`src/rtl/regbus_pkg.sv`:
```
package regbus_pkg;

    typedef enum logic [3:0] {
        ST_IDLE,
        ST_DEV,
        ST_DEV_ACK,
        ST_REG,
        ST_REG_ACK,
        ST_WR,
        ST_WR_ACK,
        ST_RD,
        ST_RD_ACK,
        ST_IGNORE
    } bus_state_t;

    // Fixed upper bits of the device address, followed by ~strap, strap, rw
    localparam logic [4:0] DEV_PREFIX = 5'b11101;

endpackage

```
`src/rtl/regbus_line_sync.sv`:
```
module regbus_line_sync #(
    parameter int   STAGES    = 2,
    parameter logic RESET_VAL = 1'b1
) (
    input  logic clk,
    input  logic rst_n,
    input  logic line_i,
    output logic level_o,
    output logic rise_o,
    output logic fall_o
);

    logic [STAGES:0] pipe;

    always_ff @(posedge clk or negedge rst_n) begin
        if (!rst_n) begin
            pipe <= {(STAGES+1){RESET_VAL}};
        end else begin
            pipe <= {pipe[STAGES-1:0], line_i};
        end
    end

    // pipe[STAGES-1] is the synchronized level, pipe[STAGES] its previous value
    assign level_o = pipe[STAGES-1];
    assign rise_o  =  pipe[STAGES-1] & ~pipe[STAGES];
    assign fall_o  = ~pipe[STAGES-1] &  pipe[STAGES];

endmodule

```
`src/rtl/regbus_regfile.sv`:
```
module regbus_regfile #(
    parameter int ADDR_W = 4,
    parameter int DATA_W = 8
) (
    input  logic              clk,
    input  logic              rst_n,
    input  logic              wr_en,
    input  logic [ADDR_W-1:0] idx,
    input  logic [DATA_W-1:0] wr_data,
    output logic [DATA_W-1:0] rd_data
);

    localparam int NUM_REGS = 1 << ADDR_W;

    logic [DATA_W-1:0] regs [NUM_REGS];

    always_ff @(posedge clk or negedge rst_n) begin
        if (!rst_n) begin
            for (int i = 0; i < NUM_REGS; i++) begin
                regs[i] <= '0;
            end
        end else if (wr_en) begin
            regs[idx] <= wr_data;
        end
    end

    assign rd_data = regs[idx];

endmodule

```
`src/rtl/regbus_slave.sv`:
```
module regbus_slave #(
    parameter int ADDR_W      = 4,
    parameter int DATA_W      = 8,
    parameter int MODE_BIT    = 6,
    parameter int SYNC_STAGES = 2
) (
    input  logic clk,
    input  logic rst_n,
    input  logic scl_i,
    input  logic sda_i,
    input  logic strap_i,
    output logic sda_oe_o
);
    import regbus_pkg::*;

    localparam int               CNT_W    = $clog2(DATA_W + 1);
    localparam logic [CNT_W-1:0] BIT_LAST = CNT_W'(DATA_W);

    // Synchronized lines and edge events
    logic scl_lvl, scl_rise, scl_fall;
    logic sda_lvl, sda_rise, sda_fall;
    logic start_p, stop_p;

    regbus_line_sync #(.STAGES(SYNC_STAGES), .RESET_VAL(1'b1)) u_scl_sync (
        .clk     (clk),
        .rst_n   (rst_n),
        .line_i  (scl_i),
        .level_o (scl_lvl),
        .rise_o  (scl_rise),
        .fall_o  (scl_fall)
    );

    regbus_line_sync #(.STAGES(SYNC_STAGES), .RESET_VAL(1'b1)) u_sda_sync (
        .clk     (clk),
        .rst_n   (rst_n),
        .line_i  (sda_i),
        .level_o (sda_lvl),
        .rise_o  (sda_rise),
        .fall_o  (sda_fall)
    );

    // A data edge while the clock is high is only ever a framing condition
    assign start_p = sda_fall & scl_lvl;
    assign stop_p  = sda_rise & scl_lvl;

    // Controller state and datapath
    bus_state_t        state, nxt;
    logic [CNT_W-1:0]  bit_cnt;
    logic [DATA_W-1:0] rx_sh;
    logic [DATA_W-1:0] tx_sh;
    logic [ADDR_W-1:0] reg_idx;
    logic              auto_q;
    logic              rw_q;
    logic              mnack_q;
    logic              byte_done;
    logic              addr_hit;
    logic              rx_state;
    logic              wr_en;
    logic [DATA_W-1:0] rd_data;

    assign byte_done = (bit_cnt == BIT_LAST);
    assign addr_hit  = (rx_sh[7:3] == DEV_PREFIX) &&
                       (rx_sh[2] == ~strap_i) && (rx_sh[1] == strap_i);
    assign rx_state  = (state == ST_DEV) || (state == ST_REG) ||
                       (state == ST_WR)  || (state == ST_RD);
    assign wr_en     = (state == ST_WR) && scl_fall && byte_done && !start_p && !stop_p;

    regbus_regfile #(.ADDR_W(ADDR_W), .DATA_W(DATA_W)) u_regs (
        .clk     (clk),
        .rst_n   (rst_n),
        .wr_en   (wr_en),
        .idx     (reg_idx),
        .wr_data (rx_sh),
        .rd_data (rd_data)
    );

    // Next-state logic
    always_comb begin
        nxt = state;
        if (start_p) begin
            nxt = ST_DEV;
        end else if (stop_p) begin
            nxt = ST_IDLE;
        end else begin
            unique case (state)
                ST_IDLE:    nxt = ST_IDLE;
                ST_IGNORE:  nxt = ST_IGNORE;
                ST_DEV:     if (scl_fall && byte_done) nxt = addr_hit ? ST_DEV_ACK : ST_IGNORE;
                ST_DEV_ACK: if (scl_fall) nxt = rw_q ? ST_RD : ST_REG;
                ST_REG:     if (scl_fall && byte_done) nxt = ST_REG_ACK;
                ST_REG_ACK: if (scl_fall) nxt = ST_WR;
                ST_WR:      if (scl_fall && byte_done) nxt = ST_WR_ACK;
                ST_WR_ACK:  if (scl_fall) nxt = auto_q ? ST_WR : ST_REG;
                ST_RD:      if (scl_fall && byte_done) nxt = ST_RD_ACK;
                ST_RD_ACK:  if (scl_fall) nxt = mnack_q ? ST_IGNORE : ST_RD;
                default:    nxt = ST_IDLE;
            endcase
        end
    end

    // State register
    always_ff @(posedge clk or negedge rst_n) begin
        if (!rst_n) begin
            state <= ST_IDLE;
        end else begin
            state <= nxt;
        end
    end

    // Datapath: bit counting, shifting, index and mode
    always_ff @(posedge clk or negedge rst_n) begin
        if (!rst_n) begin
            bit_cnt <= '0;
            rx_sh   <= '0;
            tx_sh   <= '0;
            reg_idx <= '0;
            auto_q  <= 1'b0;
            rw_q    <= 1'b0;
            mnack_q <= 1'b1;
        end else if (start_p || stop_p) begin
            bit_cnt <= '0;
        end else begin
            if (rx_state && scl_rise) begin
                bit_cnt <= bit_cnt + CNT_W'(1);
                if (state != ST_RD) begin
                    rx_sh <= {rx_sh[DATA_W-2:0], sda_lvl};
                end
            end
            if (rx_state && scl_fall && byte_done) begin
                bit_cnt <= '0;
            end
            unique case (state)
                ST_DEV: begin
                    if (scl_fall && byte_done) rw_q <= rx_sh[0];
                end
                ST_DEV_ACK: begin
                    if (scl_fall) tx_sh <= rd_data;
                end
                ST_REG: begin
                    if (scl_fall && byte_done) begin
                        reg_idx <= rx_sh[ADDR_W-1:0];
                        auto_q  <= rx_sh[MODE_BIT];
                    end
                end
                ST_WR: begin
                    if (scl_fall && byte_done && auto_q) reg_idx <= reg_idx + ADDR_W'(1);
                end
                ST_RD: begin
                    if (scl_fall) begin
                        if (byte_done) begin
                            if (auto_q) reg_idx <= reg_idx + ADDR_W'(1);
                        end else begin
                            tx_sh <= {tx_sh[DATA_W-2:0], 1'b0};
                        end
                    end
                end
                ST_RD_ACK: begin
                    if (scl_rise) mnack_q <= sda_lvl;
                    if (scl_fall) tx_sh <= rd_data;
                end
                default: ;
            endcase
        end
    end

    // Output decode: the block only ever pulls the line low
    always_comb begin
        unique case (state)
            ST_DEV_ACK, ST_REG_ACK, ST_WR_ACK: sda_oe_o = 1'b1;
            ST_RD:                             sda_oe_o = ~tx_sh[DATA_W-1];
            default:                           sda_oe_o = 1'b0;
        endcase
    end

endmodule

```
`config.mk`:
```
export PLATFORM = sky130hd
export DESIGN_NAME = regbus_slave
export DESIGN_NICKNAME = d
export VERILOG_FILES = /design/src/rtl/regbus_pkg.sv /design/src/rtl/regbus_line_sync.sv /design/src/rtl/regbus_regfile.sv /design/src/rtl/regbus_slave.sv
export SDC_FILE = /design/constraint.sdc
export NUM_CORES = 1
export LEC_CHECK = 0
export CAP_MARGIN = 20
export CORE_AREA = 2 2 137 125
export DETAILED_ROUTE_END_ITERATION = 12
export DIE_AREA = 0 0 139 127
export PLACE_DENSITY = 0.77
export SETUP_SLACK_MARGIN = 0.02
export SLEW_MARGIN = 20
export SYNTH_ARGS = -nofsm -noshare
export SYNTH_HDL_FRONTEND = slang
export SYNTH_SLANG_ARGS = --single-unit
```
`constraint.sdc`:
```
create_clock -name clk -period 6.7 [get_ports clk]
set_input_delay 1.34 -clock clk [delete_from_list [all_inputs] [get_ports clk]]
set_output_delay 1.34 -clock clk [all_outputs]
set_load 0.05 [all_outputs]
```
* After elaboration in Yosys (flattened, before gate mapping) *
Index checks and enable logic that the tools add are counted.

word-level totals
  register bits = 165
  word-level logic and storage cells = 138

operators by class
  $add $sub $neg = 2
  $lt $le $gt $ge = 2
  eq/ne operators = 29
  muxes and demuxes = 35
  bitwise gates (word level) = 14
  reduce and logical (&&, ||, !) cells = 30

operators with widths
  kind                                                             number
  128-bit bitwise mux                                              1
  4-bit 2-to-1 mux                                                 20
  8-bit 2-to-1 mux                                                 6
  4-bit one-hot mux with 9 select lines                            1
  8-bit binary-select mux with 4-bit select                        1
  8-bit demux with 4-bit select                                    1
  4-bit by 3-bit != test with 1-bit output, second input constant  5
  4-bit by 3-bit == test with 1-bit output, second input constant  4
  4-bit != test, second input constant                             4
  8-bit one-hot mux with 2 select lines                            1
  4-bit == test, second input constant                             3
  1-bit logical AND                                                12
  4-bit one-hot mux with 3 select lines                            1
  3-bit AND reduction                                              4
  4-bit by 1-bit adder with 4-bit output, second input constant    2
  4-bit by 2-bit == test with 1-bit output, second input constant  2
  2-bit != test, second input constant                             4
  8-bit AND reduction                                              1
  1-bit inverter                                                   7
  7-bit AND reduction                                              1
  1-bit AND                                                        6
  3-bit 2-to-1 mux                                                 2
  2-bit by 1-bit != test with 1-bit output, second input constant  3
  3-bit nonzero test                                               2
  other kinds (13)                                                 18

* Logic depth before layout (Yosys ltp) *
Gate-level depths: netlist (run 1).

  depth after elaboration = 9
  mapped depth = 8
  mapped depth without buffers = 7

* Hierarchy *
From an unflattened synthesis (run 1), not the netlist that was laid out.

second synthesis, totals
  cell total of the unflattened synthesis = 551
  area total of the unflattened synthesis = 8000.2 sq um

modules (own cells, without submodules)
  module            instances  cells an instance  area an instance (sq um)  seq. area each (sq um)
  regbus_regfile    1          368                5983.2                    3203.1
  regbus_slave      1          173                1829.3                    777.0
  regbus_line_sync  2          5                  93.8                      78.8

* Worst setup path after synthesis (run 1) *
OpenSTA, ideal clock, no wires.

  kind = flip-flop to output port
  start point = register state[1]
  end point = output port sda_oe_o
  data arrival time = 1.530 ns
  required time = 5.360 ns
  slack = 3.830 ns
  cell stages (with the launch flop) = 5
  cells stage by stage = dfrtp_1 > buf_2 > clkbuf_1 > a31oi_1 > nor2_1

between the ends
  cells in the longest elaborated chain, start to end = 3
  elaborated cells on any way between the ends = 6

ends and longest elaborated chain
  what                                                                                                  line                 RTL
  start: declaration                                                                                    regbus_slave.sv:47   bus_state_t state, nxt;
  start signal: assignment                                                                              regbus_slave.sv:106  state <= nxt;
  4-bit by 2-bit == test with 1-bit output or 4-bit by 3-bit == test with 1-bit output (tied branches)  regbus_slave.sv:168  unique case (state)
  3-bit OR reduction                                                                                    regbus_slave.sv:168
  1-bit one-hot mux with 2 select lines *                                                               regbus_slave.sv:168
  end: declaration                                                                                      regbus_slave.sv:12   output logic sda_oe_o

Every way passes the cells marked *; elsewhere a longest branch is shown, timed or not.

* Final worst setup path (run 1) *
Ends and elaborated chain as after synthesis.

==> results_dict.tcl, run 1 <==
set metrics [dict create \
    syn_area_um2 7964 \
    crit_family "buffers and inverters" \
    synthArstFlopShare_pct 100.0 \
    setup_viol 0 \
    min_path_type "reg2reg" \
    critical_path_class "reg2out" \
    fill_cells 1310 \
    drv_slew 0 \
    dr.pass1.iters 5 \
    avgRoutedWirePerCell_um 21.13 \
    grt_pass1_vias 5099 \
    syn_to_final_growth_pct 9.379 \
    yosysWarningCount 0 \
    cap_violations 0 \
    grt_usage_pct 20.35 \
    drt_iter0_drc 382 \
    cts_resized 0 \
    ys_seq_elements 165 \
    synth-edff-count 0 \
    critical_path.most_common_cell "nor2_1" \
    synthCells 587 \
    ios 6 \
    clkSinkCount 165 \
    synthesis.nets 598 \
    routed_via_density 6.104 \
    worstHoldPathCells 0 \
    fp.dieH_um 127 \
    path_buf_inv 1 \
    seq_area_frac_synth_pct 51.96 \
    coreArea_um2 16080 \
    start_util_pct 49.54 \
    slowest_stage "clkdlybuf4s50_1" \
    crit_chain "nor2_1 -> nor2_1 -> a31oi_1 -> nor2_1 -> clkdlybuf4s50_1" \
    drive_gt1_share_pct 38.95 \
    grt_max_degree 102 \
    diodes 0 \
    clock-root-buffer "clkbuf_16" \
    max_stage_delay_ns 0.81 \
    final_nets 587 \
    ctsHoldBuffers 0 \
    power_w 0.002339 \
    totalWireLength_um 16800 \
    layout_min_cycle_time_ns 3.905 \
    dieArea_um2 17650 \
    leakagePower_nw 3.953 \
    cts.htree.levels 4 \
    row_count 44 \
    cts_tree "done" \
    drcViolationCount 0 \
    cp-end-kind "output pin" \
    worst_slew_pin_slew_ns 0.9227 \
    critPathMaxFanout 19 \
    ant_nets 0 \
    synth_area_per_cell_um2 13.57 \
    vdd_drop_max_mv 0.2029 \
    power.density_nw_per_um2 268.5 \
    fmax_ghz 0.2561 \
    ff2ff_path_depth 6 \
    hold_viol_final 0 \
    slew_headroom_pct 38.49 \
    arrival_ns 2.57 \
    post-cts-setup-buffer-count 0 \
    setup_tns_ns 0 \
    fin_crit_sh_pct 58.28 \
    cp-start-kind "register" \
    io_buffer_count 5 \
    fin_worst_skew_ns 0.006778 \
    cp.required_ns 5.36 \
    synthFlopType "dfrtp_1" \
    place_congestion 0.8561 \
    antenna_found_initial 0 \
    clk_pin_slew_ns 0.06 \
    cts_buffers 17 \
    rsz0062_at_grt "no" \
    critical_path_depth 5 \
    clk_latency_ns 0.43 \
    overflow 0 \
    cts_buffer_depth 2 \
    grt_pass1_wl_um 27680 \
    die_w_um 139 \
    synth.distinct_cells 52 \
    run_status "finished clean" \
    via_count 4853 \
    place_hpwl_um 10830 \
]
[metal layers]
layer  wire (µm)  GRT usage (%)
met5           0              0
met4         354          8.378
met3         985          4.948
met2        7982          31.56
met1        7474          27.87
[synthesized netlist by cell type (all sizes together), types with 5 or more instances]
cell	count	area share (%)
nor2	18	0.85
nand2	33	1.6
mux4	26	7.4
buf	14	1.0
mux2i	11	1.4
dfstp	7	2.3
a22oi	8	0.75
a21oi	15	0.94
clkbuf	26	1.2
dfrtp	158	50
ha	6	0.94
o21ai	16	1.0
nand3	25	3.5
mux2	141	20
nor4	6	0.74
inv	9	0.42
a22o	5	0.55
nor3	15	0.94
and3	7	0.55
[path summary, 6_finish.rpt]
path                                           end  slack [ns]          startpoint
worst max-delay path                      sda_oe_o        2.79            state[1]
worst min-delay path            u_scl_sync.pipe[1]        0.36  u_scl_sync.pipe[0]
worst max register to register    u_regs.regs[125]        4.26            state[0]
worst min register to register  u_scl_sync.pipe[1]        0.36  u_scl_sync.pipe[0]
max in group asynchronous          u_regs.regs[19]        4.31               rst_n
min in group asynchronous          u_regs.regs[12]        1.01               rst_n
[through the flow]
step	std cells	hold slack, ns	cell area, µm²	setup slack [ns]	utilization [%]
2_1_floorplan	587	0.3452	7964	3.830	-
3_3_place_gp	764	0.3469	8133	3.411	50.59
3_5_place_dp	764	0.3470	8133	3.316	50.59
4_1_cts	795	0.3550	8706	2.819	54.16
5_1_grt	795	0.3634	8711	2.642	54.19
6_report	795	0.3568	8711	2.795	54.19
[worst register-to-register path, cell delays in order (launching register included)]
cell     delay [ns]
dfrtp_1        0.65
and2b_2        0.28
nand2_4        0.10
nor4_4         0.17
buf_4          0.40
nand3_2        0.34
mux2_2         0.37
[sequential cells by signal, summed over array words and instances, names as in the netlist]
signal           flops
rx_sh                8
u_regs.regs        128
u_sda_sync.pipe      3
rw_q                 1
auto_q               1
u_scl_sync.pipe      3
bit_cnt              4
mnack_q              1
reg_idx              4
state                4
tx_sh                8
[cell families (layout without fill, tap and decap cells)]
logic type	Yosys count	count (layout)	synth area share, %
flip-flops	165	165	51.96
multiplexers	178	178	29.05
adder cells (fa/ha/maj)	6	6	0.9426
XOR/XNOR	3	3	0.3300
AO/OA/AOI/OAI	61	61	4.918
buffers and inverters	49	50	2.686
AND/OR/NAND/NOR	125	125	10.12
[power by group]
group,switching (W),internal (W),leakage (nW)
combinational,0.0000913,0.0000733,1.41
sequential,0.000171,0.00104,2.26
clock,0.000382,0.000581,0.284
total,0.000645,0.00169,3.95
[cells in the final DEF, fill, tap and decap left out, types with 5 or more instances in the layout]
cell type and instances:
dfrtp_1 157, mux2_2 131, nand2_1 32, mux4_2 26
clkbuf_16 17, o21ai_0 16, nor2_1 16, a21oi_1 15
nor3_1 15, mux2i_1 11, nand3_4 10, nand3_1 9
inv_1 9, a22oi_1 8, mux2_4 8, and3_1 7
dfstp_2 7, nand3_2 6, ha_1 6, a22o_1 5
clkinv_2 5, buf_4 5
[cell type report]
cell class	count	area [µm²]	share of cell area [%]
timing repair buffer	10	88.84	1.020
clock inverter	10	132.6	1.523
multi-input combinational	373	3617	41.53
clock buffer	21	440.4	5.056
tap	207	259.0	2.973
inverter	9	33.78	0.3878
sequential	165	4139	47.52
Note: power is estimated with default switching activity, not from simulation.
==> inputs of run 2 (changes only) <==
==> constraint.sdc (replaced) <==
create_clock -name clk -period 3.65 [get_ports clk]
set_input_delay 0.73 -clock clk [delete_from_list [all_inputs] [get_ports clk]]
set_output_delay 0.73 -clock clk [all_outputs]
set_load 0.05 [all_outputs]
==> run 2 against run 1 <==
Against the previous run: die area did not move; sequential share of layout area fell by 0.47 points; first-iteration DRC count fell by 13%; critical path depth did not move; sequential cell count did not move; combinational power rose by 84%; cell area rose by 0.99%; final cell count rose by 0.50%; power rose by 88%; clock power rose by 94%; wire length rose by 0.74%; sequential power rose by 84%; critical path type unchanged; critical endpoint unchanged; largest cell class unchanged; highest routed layer unchanged.
==> results_dict.tcl, run 2 (synthesis results as in run 1) <==
set metrics [dict create \
    fin_crit_sh_pct 89.57 \
    cts.htree.levels 4 \
    grt_max_degree 95 \
    io_buffer_count 5 \
    min_path_type "reg2reg" \
    antenna_found_initial 0 \
    critical_path_class "reg2out" \
    avgRoutedWirePerCell_um 21.18 \
    syn_to_final_growth_pct 10.46 \
    place_ws_ns 0.9132 \
    placed_area_um2 8180 \
    ant_nets 0 \
    arrival_ns 2.54 \
    worst_slew_pin_slew_ns 1.030 \
    worst_slack_ns 0.3807 \
    grt_usage_pct 20.25 \
    fill_cells 1292 \
    start_util_pct 49.54 \
    drv_slew 0 \
    post-cts-setup-buffer-count 0 \
    overflow 0 \
    cts_resized 0 \
    clk_pin_slew_ns 0.06 \
    grt_pass1_vias 4974 \
    fin_worst_skew_ns 0.009611 \
    cp-end-kind "output pin" \
    row_count 44 \
    cp-start-kind "register" \
    reg_top3 "u_regs.regs: 128 flops, rx_sh: 8 flops, tx_sh: 8 flops" \
    cp.required_ns 2.92 \
    routed_via_density 6.065 \
    ctsHoldBuffers 0 \
    drcViolationCount 0 \
    die_w_um 139 \
    layout_min_cycle_time_ns 3.269 \
    final_nets 590 \
    dieArea_um2 17650 \
    dr.pass1.iters 5 \
    vdd_drop_max_mv 0.5517 \
    setup_viol 0 \
    setup_tns_ns 0 \
    largest_reg_flops 128 \
    run_status "finished clean" \
    cap_violations 0 \
    place_congestion 0.9488 \
    fp.dieH_um 127 \
    place_hpwl_um 11060 \
    cts_buffer_depth 2 \
    cts_buffers 17 \
    via_count 4846 \
    totalWireLength_um 16920 \
    slew_headroom_pct 31.11 \
    hold_viol_final 0 \
    ios 6 \
    drt_iter0_drc 332 \
    final_util_pct 54.72 \
    ff_latch_area_um2 4139 \
    diodes 0 \
    multi_input_area_um2 3612 \
    coreArea_um2 16080 \
    fin_area_um2 8797 \
    rsz0062_at_grt "no" \
    critPathMaxFanout 19 \
    grt_pass1_wl_um 27530 \
    largest_register "u_regs.regs" \
    fmax_ghz 0.3059 \
    cts_tree "done" \
    drive_gt1_share_pct 39.53 \
    power.density_nw_per_um2 499.5 \
    layout_common_cells "dfrtp_1, mux2_2, nand2_1" \
    leakagePower_nw 3.992 \
    clk_latency_ns 0.43 \
    final_common_cell "dfrtp_1" \
    clock-root-buffer "clkbuf_16" \
    clkSinkCount 165 \
]
[run 2: final cells by class]
cell class	count	share of cell area, %
Multi-Input combinational cell	373	41.06
Clock inverter	11	1.664
Tap cell	207	2.944
Inverter	9	0.3840
Clock buffer	21	5.348
Sequential cell	165	47.05
Timing Repair Buffer	13	1.550
[run 2: routing by layer]
| metal | share of wire [%] | global-route usage (%) | up-vias | wire length (µm) |
|---|---|---|---|---|
| met2 | 49 | 32.19 | 121 | 8340 |
| met5 | 0 | 0 | - | 0 |
| met4 | 1.4 | 6.239 | 0 | 240 |
| li1 | - | - | 2162 | - |
| met1 | 45 | 28.02 | 2542 | 7553 |
| met3 | 4.6 | 4.835 | 21 | 785 |
[run 2: where the power goes]
group          internal (W)  switching (W)
clock               0.00113       0.000733
combinational      0.000136       0.000167
sequential          0.00191       0.000318
[run 2: per-stage QoR]
stage	hold WS [ns]	power [W]	std cells
after CTS	0.3569	0.004424	799
after global routing	0.3594	0.004569	799
after global placement	0.3478	0.002524	767
final	0.3567	0.004394	799
after floorplan	0.3452	0.002374	587
after detailed placement	0.3481	0.002555	767
[run 2: final timing paths]
| check | slack [ns] | startpoint | depth (start not counted) | end |
|---|---|---|---|---|
| min in group asynchronous | 0.40 | rst_n | 1 | u_regs.regs[75] |
| worst max-delay path | 0.38 | state[1] | 5 | sda_oe_o |
| worst max register to register | 1.21 | state[1] | 4 | tx_sh[0] |
| worst min register to register | 0.36 | u_sda_sync.pipe[0] | 0 | u_sda_sync.pipe[1] |
| worst min-delay path | 0.36 | u_sda_sync.pipe[0] | 0 | u_sda_sync.pipe[1] |
| max in group asynchronous | 2.39 | rst_n | 2 | u_regs.regs[50] |
[run 2: critical path: stages, from the launching register on]
cell,delay [ns]
dfrtp_1,0.72
nor2_1,0.21
nor2_1,0.19
a31oi_1,0.07
nor2_1,0.12
clkdlybuf4s50_1,0.80
